**src/rtl/sil_pkg.sv**
```systemverilog
package sil_pkg;
  localparam int NB      = 11;
  localparam int NGRP    = 6;
  localparam int RI_B    = 0;
  localparam int CTS_B   = 1;
  localparam int DCD_B   = 2;
  localparam int DSR_B   = 3;
  localparam int RX_B    = 4;
  localparam int TX_B    = 5;
  localparam int RT_B    = 6;
  localparam int ERR_LO  = 7;
  localparam int ERR_HI  = 10;
  localparam int CB_LB   = 0;
  localparam int CB_DTR  = 1;
  localparam int CB_RTS  = 2;
  localparam int CB_OUT1 = 3;
  localparam int CB_OUT2 = 4;
  localparam int LB_BRK  = 0;

  typedef enum logic [2:0] {
    SEL_DATA  = 3'd0,
    SEL_CTRL  = 3'd1,
    SEL_LINE  = 3'd2,
    SEL_MASK  = 3'd3,
    SEL_CLEAR = 3'd4
  } wr_sel_e;

  // group index: 0 any, 1 rx, 2 tx, 3 rt, 4 modem, 5 error
  function automatic logic [NB-1:0] grp_mask(input int g);
    logic [NB-1:0] m;
    m = '0;
    case (g)
      0: m = '1;
      1: m[RX_B] = 1'b1;
      2: m[TX_B] = 1'b1;
      3: m[RT_B] = 1'b1;
      4: m[DSR_B:RI_B] = '1;
      default: for (int b = ERR_LO; b <= ERR_HI; b++) m[b] = 1'b1;
    endcase
    return m;
  endfunction
endpackage

```
**src/rtl/sil_modem.sv**
```systemverilog
module sil_modem import sil_pkg::*; #(
  parameter int WR_W = 16
) (
  input  logic            clk_i,
  input  logic            rst_ni,
  input  logic            ctrl_we_i,
  input  logic            line_we_i,
  input  logic [WR_W-1:0] wdata_i,
  output logic            lb_o,
  output logic [3:0]      flags_o,
  output logic            ms_upd_o,
  output logic [3:0]      ms_new_o,
  output logic            brk_rise_o
);
  logic brk_q;

  assign ms_upd_o = ctrl_we_i && wdata_i[CB_LB];

  always_comb begin
    ms_new_o        = '0;
    ms_new_o[RI_B]  = wdata_i[CB_OUT2];
    ms_new_o[CTS_B] = wdata_i[CB_RTS];
    ms_new_o[DCD_B] = wdata_i[CB_OUT1];
    ms_new_o[DSR_B] = wdata_i[CB_DTR];
  end

  // break edge only counts when loopback is already on
  assign brk_rise_o = line_we_i && wdata_i[LB_BRK] && !brk_q && lb_o;

  always_ff @(posedge clk_i or negedge rst_ni) begin
    if (!rst_ni) begin
      lb_o    <= 1'b0;
      brk_q   <= 1'b0;
      flags_o <= '0;
    end else begin
      if (ctrl_we_i) lb_o <= wdata_i[CB_LB];
      if (line_we_i) brk_q <= wdata_i[LB_BRK];
      if (ms_upd_o)  flags_o <= ms_new_o;
    end
  end
endmodule

```
**src/rtl/sil_status.sv**
```systemverilog
module sil_status import sil_pkg::*; #(
  parameter int WR_W = 16
) (
  input  logic            clk_i,
  input  logic            rst_ni,
  input  logic [NB-1:0]   set_i,
  input  logic            clr_we_i,
  input  logic [WR_W-1:0] clr_val_i,
  input  logic            tx_set_i,
  input  logic            ms_upd_i,
  input  logic [3:0]      ms_new_i,
  output logic [NB-1:0]   raw_o
);
  logic [NB-1:0] raw_d;

  always_comb begin
    raw_d = raw_o;
    if (clr_we_i) raw_d = raw_d & ~clr_val_i[NB-1:0];
    if (ms_upd_i) raw_d[DSR_B:RI_B] = ms_new_i;
    raw_d = raw_d | set_i;
    if (tx_set_i) raw_d[TX_B] = 1'b1;
  end

  always_ff @(posedge clk_i or negedge rst_ni) begin
    if (!rst_ni) raw_o <= '0;
    else         raw_o <= raw_d;
  end
endmodule

```
**src/rtl/sil_combine.sv**
```systemverilog
module sil_combine import sil_pkg::*; #(
  parameter int WR_W = 16
) (
  input  logic            clk_i,
  input  logic            rst_ni,
  input  logic            mask_we_i,
  input  logic [WR_W-1:0] wdata_i,
  input  logic [NB-1:0]   raw_i,
  output logic [NGRP-1:0] irq_o
);
  logic [NB-1:0] mask_q;
  logic [NB-1:0] act;

  always_ff @(posedge clk_i or negedge rst_ni) begin
    if (!rst_ni)        mask_q <= '0;
    else if (mask_we_i) mask_q <= wdata_i[NB-1:0];
  end

  assign act = raw_i & mask_q;

  for (genvar g = 0; g < NGRP; g++) begin : g_grp
    localparam logic [NB-1:0] GM = grp_mask(g);
    assign irq_o[g] = |(act & GM);
  end
endmodule

```
**src/rtl/sil_inject.sv**
```systemverilog
module sil_inject #(
  parameter int DATA_W = 8
) (
  input  logic              clk_i,
  input  logic              rst_ni,
  input  logic              lb_i,
  input  logic              tx_we_i,
  input  logic [DATA_W-1:0] tx_data_i,
  input  logic              brk_rise_i,
  input  logic              ext_valid_i,
  input  logic [DATA_W-1:0] ext_data_i,
  input  logic              ext_brk_i,
  output logic              push_o,
  output logic [DATA_W:0]   push_data_o
);
  localparam logic [DATA_W:0] BRK_ENTRY = {1'b1, {DATA_W{1'b0}}};

  logic            push_d;
  logic [DATA_W:0] data_d;

  always_comb begin
    push_d = 1'b0;
    data_d = '0;
    if (lb_i) begin
      if (tx_we_i) begin
        push_d = 1'b1;
        data_d = {1'b0, tx_data_i};
      end else if (brk_rise_i) begin
        push_d = 1'b1;
        data_d = BRK_ENTRY;
      end
    end else if (ext_brk_i) begin
      push_d = 1'b1;
      data_d = BRK_ENTRY;
    end else if (ext_valid_i) begin
      push_d = 1'b1;
      data_d = {1'b0, ext_data_i};
    end
  end

  always_ff @(posedge clk_i or negedge rst_ni) begin
    if (!rst_ni) begin
      push_o      <= 1'b0;
      push_data_o <= '0;
    end else begin
      push_o      <= push_d;
      push_data_o <= data_d;
    end
  end
endmodule

```
**src/rtl/serial_irq_loop.sv**
```systemverilog
module serial_irq_loop import sil_pkg::*; #(
  parameter int DATA_W = 8,
  parameter int WR_W   = 16
) (
  input  logic              clk_i,
  input  logic              rst_ni,
  input  logic              wr_en_i,
  input  logic [2:0]        wr_sel_i,
  input  logic [WR_W-1:0]   wr_data_i,
  input  logic [NB-1:0]     set_i,
  input  logic              ext_valid_i,
  input  logic [DATA_W-1:0] ext_data_i,
  input  logic              ext_brk_i,
  output logic              irq_any_o,
  output logic              irq_rx_o,
  output logic              irq_tx_o,
  output logic              irq_rt_o,
  output logic              irq_ms_o,
  output logic              irq_err_o,
  output logic [NB-1:0]     raw_o,
  output logic [3:0]        modem_o,
  output logic              rx_push_o,
  output logic [DATA_W:0]   rx_push_data_o
);
  wr_sel_e         sel;
  logic            we_data, we_ctrl, we_line, we_mask, we_clr;
  logic            lb_w, ms_upd, brk_rise;
  logic [3:0]      ms_new;
  logic [NGRP-1:0] irq;

  assign sel     = wr_sel_e'(wr_sel_i);
  assign we_data = wr_en_i && (sel == SEL_DATA);
  assign we_ctrl = wr_en_i && (sel == SEL_CTRL);
  assign we_line = wr_en_i && (sel == SEL_LINE);
  assign we_mask = wr_en_i && (sel == SEL_MASK);
  assign we_clr  = wr_en_i && (sel == SEL_CLEAR);

  sil_modem #(.WR_W(WR_W)) u_modem (
    .clk_i, .rst_ni,
    .ctrl_we_i (we_ctrl),
    .line_we_i (we_line),
    .wdata_i   (wr_data_i),
    .lb_o      (lb_w),
    .flags_o   (modem_o),
    .ms_upd_o  (ms_upd),
    .ms_new_o  (ms_new),
    .brk_rise_o(brk_rise)
  );

  sil_status #(.WR_W(WR_W)) u_status (
    .clk_i, .rst_ni,
    .set_i    (set_i),
    .clr_we_i (we_clr),
    .clr_val_i(wr_data_i),
    .tx_set_i (we_data),
    .ms_upd_i (ms_upd),
    .ms_new_i (ms_new),
    .raw_o    (raw_o)
  );

  sil_combine #(.WR_W(WR_W)) u_comb (
    .clk_i, .rst_ni,
    .mask_we_i(we_mask),
    .wdata_i  (wr_data_i),
    .raw_i    (raw_o),
    .irq_o    (irq)
  );

  sil_inject #(.DATA_W(DATA_W)) u_inj (
    .clk_i, .rst_ni,
    .lb_i       (lb_w),
    .tx_we_i    (we_data),
    .tx_data_i  (wr_data_i[DATA_W-1:0]),
    .brk_rise_i (brk_rise),
    .ext_valid_i(ext_valid_i),
    .ext_data_i (ext_data_i),
    .ext_brk_i  (ext_brk_i),
    .push_o     (rx_push_o),
    .push_data_o(rx_push_data_o)
  );

  assign irq_any_o = irq[0];
  assign irq_rx_o  = irq[1];
  assign irq_tx_o  = irq[2];
  assign irq_rt_o  = irq[3];
  assign irq_ms_o  = irq[4];
  assign irq_err_o = irq[5];
endmodule

```
**config.mk**
```make
export PLATFORM = sky130hd
export DESIGN_NAME = serial_irq_loop
export DESIGN_NICKNAME = d
export VERILOG_FILES = /design/src/rtl/sil_pkg.sv /design/src/rtl/sil_modem.sv /design/src/rtl/sil_status.sv /design/src/rtl/sil_combine.sv /design/src/rtl/sil_inject.sv /design/src/rtl/serial_irq_loop.sv
export SDC_FILE = /design/constraint.sdc
export NUM_CORES = 1
export LEC_CHECK = 0
export BUFFER_PORTS_ARGS = -buffer_cell sky130_fd_sc_hd__buf_2
export CELL_PAD_IN_SITES_DETAIL_PLACEMENT = 0
export CELL_PAD_IN_SITES_GLOBAL_PLACEMENT = 1
export CORE_MARGIN = 4
export CORE_UTILIZATION = 35
export CTS_BUF_LIST = sky130_fd_sc_hd__clkbuf_4 sky130_fd_sc_hd__clkbuf_8 sky130_fd_sc_hd__clkbuf_16
export DETAILED_ROUTE_END_ITERATION = 12
export PLACE_DENSITY = 0.8
export SETUP_SLACK_MARGIN = 0.1
export SLEW_MARGIN = 5
export SYNTH_ARGS = -nofsm -noshare
export SYNTH_HDL_FRONTEND = slang
export SYNTH_SLANG_ARGS = --single-unit
```
**constraint.sdc**
```tcl
create_clock -name clk_i -period 1.5 [get_ports clk_i]
set_input_delay 0.15 -clock clk_i [delete_from_list [all_inputs] [get_ports clk_i]]
set_output_delay 0.15 -clock clk_i [all_outputs]
set_load 0.03 [all_outputs]
```
==> reports/qor.yml, run 1 <==
outcome: "finished, violations left"
violations: "negative setup slack"
synth_nets: 170
synth_cell_types: 29
dp_hpwl_mm: 3.16
place.port_buffers: 68
worst_pin_slew_ns: 0.441
min_path_type: "input port to flop"
slew_headroom_pct: 70.6
setup_viol: 1
gp_congestion: 0.750
dpl.cell_count: 255
async_flop_share_pct: 100
worst-endpoint-required_ns: 1.35
cts-root-buf: "clkbuf_8"
power_density_nw_per_um2: 1270
route.detailed.drc: 0
cts_buffers: 5
dieArea_sq_um: 5750
final_util_pct: 51.9
fp-row-count: 24
fin_cells: 264
dr.pass1.iters: 4
ys_ff_latch: 38
finalCritPeriodShare_pct: 123
clk_pin_slew_ns: 0.07
fill_cells: 414
antenna_found_initial: 0
slew_violations: 0
synthTopCellsByArea: "dfrtp_1 59%, mux2_2 6.3%, a21o_1 4.7%"
final_net_count: 254
grt_pass1_vias: 1286
drt_iter0_markers: 42
synth-edff-count: 0
diodes: 0
cp_max_fo: 2
grt_max_degree: 22
hold_violations: 0
max_freq_ghz: 0.540
ios: 74
gr-usage-all-layers_pct: 15.5
yosysSeqAreaShare_pct: 59.1
synth_ff_type: "dfrtp_1"
die_x_um: 75.8
yosys.area.top_type_share_pct: 59.1
rsz0062_at_grt: "yes"
wire_per_inst_um: 15.1
via_per_inst: 4.95
drive_gt1_share_pct: 54.7
area_growth_pct: 42.5
final_common_cell: "buf_2"
hold_path_depth: 2
coreArea_sq_um: 4410
setup.worst_path.class: "flop to output pin"
final_area_sq_um: 2290
layout_setup_ws_ns: -0.350
worstPathArrival_ns: 1.70
post_cts_buffers: 0
fin_skew_ns: 0.00599
dp_slack_ns: -0.0932
setup_tns_ns: -0.350
gr-total-overflow: 0
p_leak_uw: 0.00110
drv_cap: 0
clock_path_buffers: 2
postRouteAntennaNets: 0
initial_core_util_pct: 36.5
routed_wl_mm: 4.00
grt_pass1_wl_mm: 6.41
die_h_um: 75.8
clock_sinks: 38
syn_area_per_cell_sq_um: 12.7
post_dp_cell_area_sq_um: 2120
r2r_cells: 2
syn_area_sq_um: 1610
synthCells: 127
min_period_ns: 1.85
start_kind: "flop"
synth_largest_area_cell: "dfrtp_1"
tritoncts: "yes"
htree_num_levels: 2
ir_drop_mv: 0.583
critPathCaptureType: "output pin"
insertion_delay_ns: 0.29
mostFrequentLayoutCells: "67 x buf_2, 32 x dfrtp_1, 12 x nand2_1"
yosysWarnings: 0
vias: 1307
cells by family after synthesis:
| family | synth area share (%) |
|---|---|
| flip-flops | 59.1 |
| multiplexers | 8.40 |
| buffers and inverters | 2.57 |
| AND/OR/NAND/NOR | 14.7 |
| AO/OA/AOI/OAI | 15.2 |
per-layer routing:
metal  vias to the layer above  wire [um]  track usage [%]
li1                        630          -                -
met5                         -          0                0
met4                         0         47             5.44
met1                       631       1730             19.5
met3                         5        283             5.67
met2                        41       1930             24.4
synthesized netlist by cell type (2+ instances only):
cell type	instances
or2_1	2
inv_1	7
a21o_1	10
buf_2	3
nor2b_1	2
and2_1	3
a22oi_1	4
dfrtp_1	38
a22o_1	8
nand2_1	14
mux2_2	9
mux2_1	3
a311o_1	4
nor3_1	5
worst max-delay path, cell delays in order (launching register included):
cell and delay, ns:
dfrtp_2 0.40, and2_4 0.13, or2_4 0.24, or4_4 0.48, buf_6 0.15
final timing paths:
path	endpoint	slack, ns	startpoint
setup / recovery	irq_any_o	-0.35	u_status.raw_o[6]
setup reg to reg	u_inj.push_data_o[4]	0.32	u_modem.lb_o
min in group asynchronous	u_inj.push_data_o[6]	0.32	rst_ni
max in group asynchronous	u_status.raw_o[3]	0.70	rst_ni
hold / removal	u_status.raw_o[6]	0.03	set_i[6]
hold reg to reg	u_modem.flags_o[0]	0.48	u_modem.flags_o[0]
registers in the layout (all words and copies together) (netlist names):
name	flops
u_comb.mask_q	11
u_status.raw_o	11
u_inj.push_data_o	9
u_modem.flags_o	4
u_inj.push_o	1
u_modem.brk_q	1
u_modem.lb_o	1
cell type report:
class	count	area, sq um	share of cell area, %
Sequential cell	38	958	41.8
Multi-Input combinational cell	79	648	28.3
Timing Repair Buffer	80	452	19.7
Clock inverter	2	60.1	2.62
Inverter	7	26.3	1.15
Tap cell	52	65.1	2.84
Clock buffer	6	82.6	3.60
power breakdown:
part / internal (uW) / switching (uW)
sequential: 1150 / 72.6
combinational: 262 / 345
clock: 709 / 358
total: 2120 / 776
repair_timing:
action                                 in CTS  in global routing
hold buffers                                1                  0
pin swaps                                   2                  0
endpoints found under the hold margin      17                  0
gates resized for setup                     2                  4
setup endpoints to repair                   1                  3
per-stage QoR:
stage | hold WS [ns] | power (uW)
2_1_floorplan | -0.146 | 1600
3_3_place_gp | 0.112 | 1830
3_5_place_dp | 0.123 | 1840
4_1_cts | 0.0190 | 2920
5_1_grt | 0.0213 | 3050
6_report | 0.0302 | 2900
Power figures use the tool's default switching activity.
==> run 2, diff against run 1 <==
- CORE_UTILIZATION: 35 -> 36
- SYNTH_HIERARCHICAL: not set -> 1
==> reports/qor.yml, run 2 <==
cp_cell_sequence: "a22oi_2 > nand2_2 > or4_4 > buf_6"  # was and2_4 > or2_4 > or4_4 > buf_6
area_growth_pct: 33.6  # was 42.5%
drv_cap: 0  # unchanged
cts-root-buf: "clkbuf_8"  # unchanged
max_freq_ghz: 0.548  # was 0.540 GHz
mostFrequentLayoutCells: "66 x buf_2, 32 x dfrtp_1, 12 x mux2_2"  # was 67 x buf_2, 32 x dfrtp_1, 12 x nand2_1
ir_drop_mv: 0.479  # was 0.583 mV
post_dp_cell_area_sq_um: 2100  # was 2120 sq um
final_net_count: 247  # was 254
slew_violations: 0  # unchanged
routed_wl_mm: 4.14  # was 4.00 mm
tritoncts: "yes"  # unchanged
dieArea_sq_um: 5800  # was 5750 sq um
layout_setup_ws_ns: -0.323  # was -0.350 ns
dr.pass1.iters: 4  # unchanged
ys_ff_latch: 38  # unchanged
gr-total-overflow: 0  # unchanged
wire_per_inst_um: 16.1  # was 15.1 um
drt_iter0_markers: 38  # was 42
worst-endpoint-required_ns: 1.35  # about the same
die_h_um: 76.1  # was 75.8 um
synth_nets: 168  # was 170
wl_met3_um: 302  # was 283 um
coreArea_sq_um: 4410  # unchanged
p_leak_uw: 0.00105  # was 0.00110 uW
finalCritPeriodShare_pct: 122  # was 123%
diodes: 0  # unchanged
yosysWarnings: 6  # was 0
insertion_delay_ns: 0.28  # was 0.29 ns
final_area_sq_um: 2230  # was 2290 sq um
via_per_inst: 5.01  # was 4.95
final_util_pct: 50.6  # was 51.9%
vias: 1287  # was 1,307
synth-edff-count: 0  # unchanged
rsz0062_at_grt: "yes"  # unchanged
start_kind: "flop"  # unchanged
min_period_ns: 1.82  # was 1.85 ns
synth_ff_type: "dfrtp_1"  # unchanged
setup_viol: 2  # was 1
htree_num_levels: 2  # unchanged
synth_cell_types: 28  # was 29
cpPeakStageDelay_ns: 0.54  # was 0.48 ns
grt_pass1_vias: 1356  # was 1,286
async_flop_share_pct: 100  # unchanged
initial_core_util_pct: 37.9  # was 36.5%
dp_hpwl_mm: 3.09  # was 3.16 mm
fin_cells: 257  # was 264
violations: "negative setup slack"  # unchanged
synthCells: 125  # was 127
fill_cells: 417  # was 414
hold_violations: 0  # unchanged
synth_common_cells: "38 x dfrtp_1, 12 x mux2_2, 8 x a32o_1, 8 x nand2_1, 6 x a21o_1"  # was 38 x dfrtp_1, 14 x nand2_1, 10 x a21o_1, 9 x mux2_2, 8 x a22o_1
top_layer: "met4"  # unchanged
yosys.area.top_type_share_pct: 56.9  # was 59.1%
synth.most_common_cell: "dfrtp_1"  # unchanged
wl_met1_mm: 1.72  # was 1.73 mm
worstPathArrival_ns: 1.67  # was 1.70 ns
gr-usage-all-layers_pct: 14.1  # was 15.5%
outcome: "finished, violations left"  # unchanged
fin_skew_ns: 0.00396  # was 0.00599 ns
gp_congestion: 0.772  # was 0.750
clk_pin_slew_ns: 0.07  # about the same
critPathCaptureType: "output pin"  # unchanged
final_common_cell: "buf_2"  # unchanged
drive_gt1_share_pct: 62.0  # was 54.7%
die_x_um: 76.1  # was 75.8 um
worst_path_max_delay_cell: "or4_4"  # unchanged
synth_largest_area_cell: "dfrtp_1"  # unchanged
clock_sinks: 38  # unchanged
ios: 74  # unchanged
syn_area_sq_um: 1670  # was 1610 sq um
synthTopCellsByArea: "dfrtp_1 57%, mux2_2 8.1%, a32o_1 4.8%"  # was dfrtp_1 59%, mux2_2 6.3%, a21o_1 4.7%
cp_top_family: "simple AND/OR/NAND/NOR gates"  # unchanged
syn_area_per_cell_sq_um: 13.4  # was 12.7 sq um
fin_total_pwr_uw: 2640  # was 2900 uW
antenna_found_initial: 0  # unchanged
cp_max_fo: 2  # unchanged
slew_headroom_pct: 57.6  # was 70.6%
met2_length_mm: 2.07  # was 1.93 mm
power_density_nw_per_um2: 1180  # was 1270 nW/um^2
place.port_buffers: 68  # unchanged
dpl.cell_count: 246  # was 255
setup.worst_path.class: "flop to output pin"  # unchanged
grt_max_degree: 39  # was 22
cts_buffers: 5  # unchanged
postRouteAntennaNets: 0  # unchanged
route.detailed.drc: 0  # unchanged
multi_input_area_sq_um: 654  # was 648 sq um
crit_buf_inv: 1  # unchanged
grt_pass1_wl_mm: 6.57  # was 6.41 mm
holdWs_ns: 0.0385  # was 0.0302 ns
worst_pin_slew_ns: 0.635  # was 0.441 ns
min_path_type: "input port to flop"  # unchanged
fp-row-count: 24  # unchanged
largestRegisters: "u_comb/mask_q: 11 flops, u_status/raw_o: 11 flops, u_inj/push_data_o: 9 flops"  # was u_comb.mask_q: 11 flops, u_status.raw_o: 11 flops, u_inj.push_data_o: 9 flops
area.sequential_sq_um: 958  # unchanged
clock_path_buffers: 2  # unchanged
yosysSeqAreaShare_pct: 56.9  # was 59.1%
run 2: final timing paths:
kind / start / endpoint / slack, ns / depth (start not counted)
worst max register to register: u_modem/lb_o / u_inj/push_data_o[2] / 0.39 / 2
worst max-delay path: u_status/raw_o[2] / irq_any_o / -0.32 / 4
min in group asynchronous: rst_ni / u_modem/brk_q / 0.44 / 3
max in group asynchronous: rst_ni / u_status/raw_o[8] / 0.70 / 3
worst min-delay path: set_i[10] / u_status/raw_o[10] / 0.04 / 2
worst min register to register: u_status/raw_o[4] / u_status/raw_o[4] / 0.50 / 1
run 2: cell type report:
type,instances,area share (%)
sequential,38,42.9
multi-input combinational,75,29.3
timing repair buffer,80,19.9
clock buffer,7,4.03
tap,52,2.91
inverter,4,0.672
clock inverter,1,0.224
run 2: stage by stage:
stage | setup TNS (ns) | worst slack [ns]
CTS | -0.370 | -0.337
finish | -0.463 | -0.323
floorplan | -0.101 | -0.101
global route | -0.580 | -0.381
global placement | -0.0274 | -0.0274
detailed placement | -0.0622 | -0.0622
run 2: per-layer routing:
metal,track usage (%),up-vias
met5,0,-
met4,3.67,0
met3,4.61,6
met1,17.2,620
li1,-,614
met2,23.9,47
run 2: kinds of logic (layout without fill, tap and decap cells):
family	Yosys count	count (layout)	share of synthesized area, %
compound gates	34	34	16.3
mux	16	16	11.7
flops	38	38	56.9
simple gates	25	25	10.3
buf+inv	12	92	4.79
run 2: power by group:
| group | leakage [uW] | switching, uW | total (uW) | internal (uW) |
|---|---|---|---|---|
| sequential | 0.000435 | 73.4 | 1230 | 1160 |
| clock | 0.0000517 | 351 | 740 | 389 |
| combinational | 0.000567 | 371 | 667 | 296 |
run 2: repair_timing:
item / 4_1_cts / 5_1_grt
hold buffers: 1 / 0
buffers inserted: 1 / 1
endpoints found under the setup margin: 2 / 2
gates cloned: 0 / 0
gates resized for setup: 4 / 0
hold endpoints to repair: 38 / 0
pin swaps: 2 / 0
==> run 3, diff against run 2 <==
- CORE_MARGIN: 4 -> 1
- SETUP_SLACK_MARGIN: 0.1 -> 0.3
==> reports/qor.yml, run 3 (synthesized netlist as in run 2, its figures left out) <==
outcome: "finished, violations left"  # unchanged
violations: "negative setup slack"  # unchanged
min_from: "set_i[4]"  # was set_i[10]
finalCritPeriodShare_pct: 119  # was 122%
initial_core_util_pct: 37.9  # unchanged
grt_pass1_wl_mm: 6.69  # was 6.57 mm
drive_gt1_share_pct: 64.1  # was 62.0%
antenna_found_initial: 0  # unchanged
cp-startpoint: "u_comb/mask_q[8]"  # was u_status/raw_o[2]
final_common_cell: "buf_2"  # unchanged
gr-usage-all-layers_pct: 17.6  # was 14.1%
max_freq_ghz: 0.559  # was 0.548 GHz
routed_wl_mm: 4.04  # was 4.14 mm
grt_pass1_vias: 1347  # was 1,356
final_util_pct: 52.5  # was 50.6%
dp_slack_ns: -0.0523  # was -0.0622 ns
p_int_uw: 1850  # was 1840 uW
power_density_nw_per_um2: 1150  # was 1180 nW/um^2
hold_violations: 0  # unchanged
htree_num_levels: 2  # unchanged
worst-endpoint-required_ns: 1.35  # about the same
place.port_buffers: 68  # unchanged
die_h_um: 70.1  # was 76.1 um
clk_pin_slew_ns: 0.08  # was 0.07 ns
dieArea_sq_um: 4920  # was 5800 sq um
netSwitchingFraction_pct: 30.4  # was 30.2%
holdWs_ns: 0.0401  # was 0.0385 ns
tritoncts: "yes"  # unchanged
p_leak_uw: 0.00109  # was 0.00105 uW
clock_path_buffers: 2  # unchanged
coreArea_sq_um: 4410  # unchanged
min_period_ns: 1.79  # was 1.82 ns
vias: 1307  # was 1,287
final_net_count: 251  # was 247
layout_setup_ws_ns: -0.290  # was -0.323 ns
gr-total-overflow: 0  # unchanged
fin_skew_ns: 0.00426  # was 0.00396 ns
p_seq_share_pct: 46.3  # was 46.7%
insertion_delay_ns: 0.28  # about the same
power_frac_comb_pct: 26.5  # was 25.3%
setup.worst_path.class: "flop to output pin"  # unchanged
switching_power_uw: 810  # was 796 uW
diodes: 0  # unchanged
clock_sinks: 38  # unchanged
wire_per_inst_um: 15.5  # was 16.1 um
dr.pass1.iters: 4  # unchanged
start_kind: "flop"  # unchanged
grt_max_degree: 22  # was 39
dp_hpwl_mm: 3.01  # was 3.09 mm
mostFrequentLayoutCells: "62 x buf_2, 32 x dfrtp_1, 13 x buf_4"  # was 66 x buf_2, 32 x dfrtp_1, 12 x mux2_2
worstPathArrival_ns: 1.64  # was 1.67 ns
min_path_type: "input port to flop"  # unchanged
largestRegisters: "u_comb/mask_q: 11 flops, u_status/raw_o: 11 flops, u_inj/push_data_o: 9 flops"  # unchanged
drv_cap: 0  # unchanged
ir_drop_mv: 0.616  # was 0.479 mV
setup_viol: 1  # was 2
cts_buffers: 5  # unchanged
critPathCaptureType: "output pin"  # unchanged
die_x_um: 70.1  # was 76.1 um
postRouteAntennaNets: 0  # unchanged
fp-row-count: 24  # unchanged
gp_congestion: 0.764  # was 0.772
ios: 74  # unchanged
worst_pin_slew_ns: 0.603  # was 0.635 ns
cts-root-buf: "clkbuf_8"  # unchanged
reg2reg_from: "u_modem/lb_o"  # unchanged
drt_iter0_markers: 47  # was 38
slew_violations: 0  # unchanged
rsz0062_at_grt: "yes"  # unchanged
clkPwrFrac_pct: 27.2  # was 28.1%
area_growth_pct: 38.6  # was 33.6%
via_per_inst: 5.01  # about the same
cp_max_fo: 2  # unchanged
slew_headroom_pct: 59.8  # was 57.6%
route.detailed.drc: 0  # unchanged
## run 3: cell types whose count changed in the layout (fill, tap and decap cells not counted)
cell | before | now
buf_6 | 2 | 7
buf_2 | 66 | 62
a22oi_1 | 2 | 0
a22oi_2 | 2 | 4
buf_4 | 11 | 13
and2_1 | 2 | 1
and2_4 | 2 | 3
buf_12 | 0 | 1
clkbuf_4 | 1 | 0
clkinvlp_4 | 0 | 1
## run 3: final timing paths
path,cells past startpoint,slack (ns),end
min reg2reg,1,0.50,u_status/raw_o[4]
max in group asynchronous,3,0.70,u_status/raw_o[7]
max,4,-0.29,irq_any_o
max reg2reg,2,0.42,u_inj/push_data_o[2]
min in group asynchronous,2,0.34,u_status/raw_o[2]
min,2,0.04,u_status/raw_o[4]
## run 3: power groups by stage
stage                     Sequential [uW]  Clock [uW]  Combinational (uW)
after floorplan                      1350           0                 312
after global placement               1240           0                 639
after detailed placement             1250           0                 653
after CTS                            1230         742                 675
after global routing                 1250         785                 756
final                                1230         725                 705
## run 3: worst max-delay path, cell delays in order, from the launching register on
cell and delay (ns):
dfrtp_1 0.40, a22oi_2 0.21, nand2_2 0.07, or4_4 0.53
buf_6 0.15
## run 3: repair_timing
item / 4_1_cts / 5_1_grt
pin swaps: 6 / 2
hold endpoints to repair: 17 / 0
hold buffers: 1 / 0
gates resized for setup: 9 / 10
cloned: 0 / 0
endpoints found under the setup margin: 3 / 5
setup buffers: 3 / 3
## run 3: per-layer routing
layer	vias up	routed length, um	part of all wire (%)	global-route usage [%]
met5	-	0	0	0
met4	0	46	1.1	5.78
met3	6	199	4.9	4.04
met2	37	2070	51	28.8
met1	640	1720	43	23.0
li1	624	-	-	-
## run 3: cell type report
type | count | area, sq um
repair buffers | 84 | 517
well taps | 52 | 65.1
multi-input cells | 75 | 667
fillers | 420 | 2100
clock inverters | 2 | 12.5
flip-flops and latches | 38 | 958
clock buffers | 6 | 82.6
inverters | 4 | 15.0
## run 3: through the flow
step | area (sq um) | setup TNS (ns) | power (uW) | std cells
floorplan | 1690 | -0.101 | 1660 | 125
global placement | 2110 | -0.0276 | 1880 | 246
detailed placement | 2110 | -0.0523 | 1900 | 246
CTS | 2270 | -0.292 | 2650 | 258
global route | 2320 | -0.334 | 2790 | 261
finish | 2320 | -0.290 | 2660 | 261
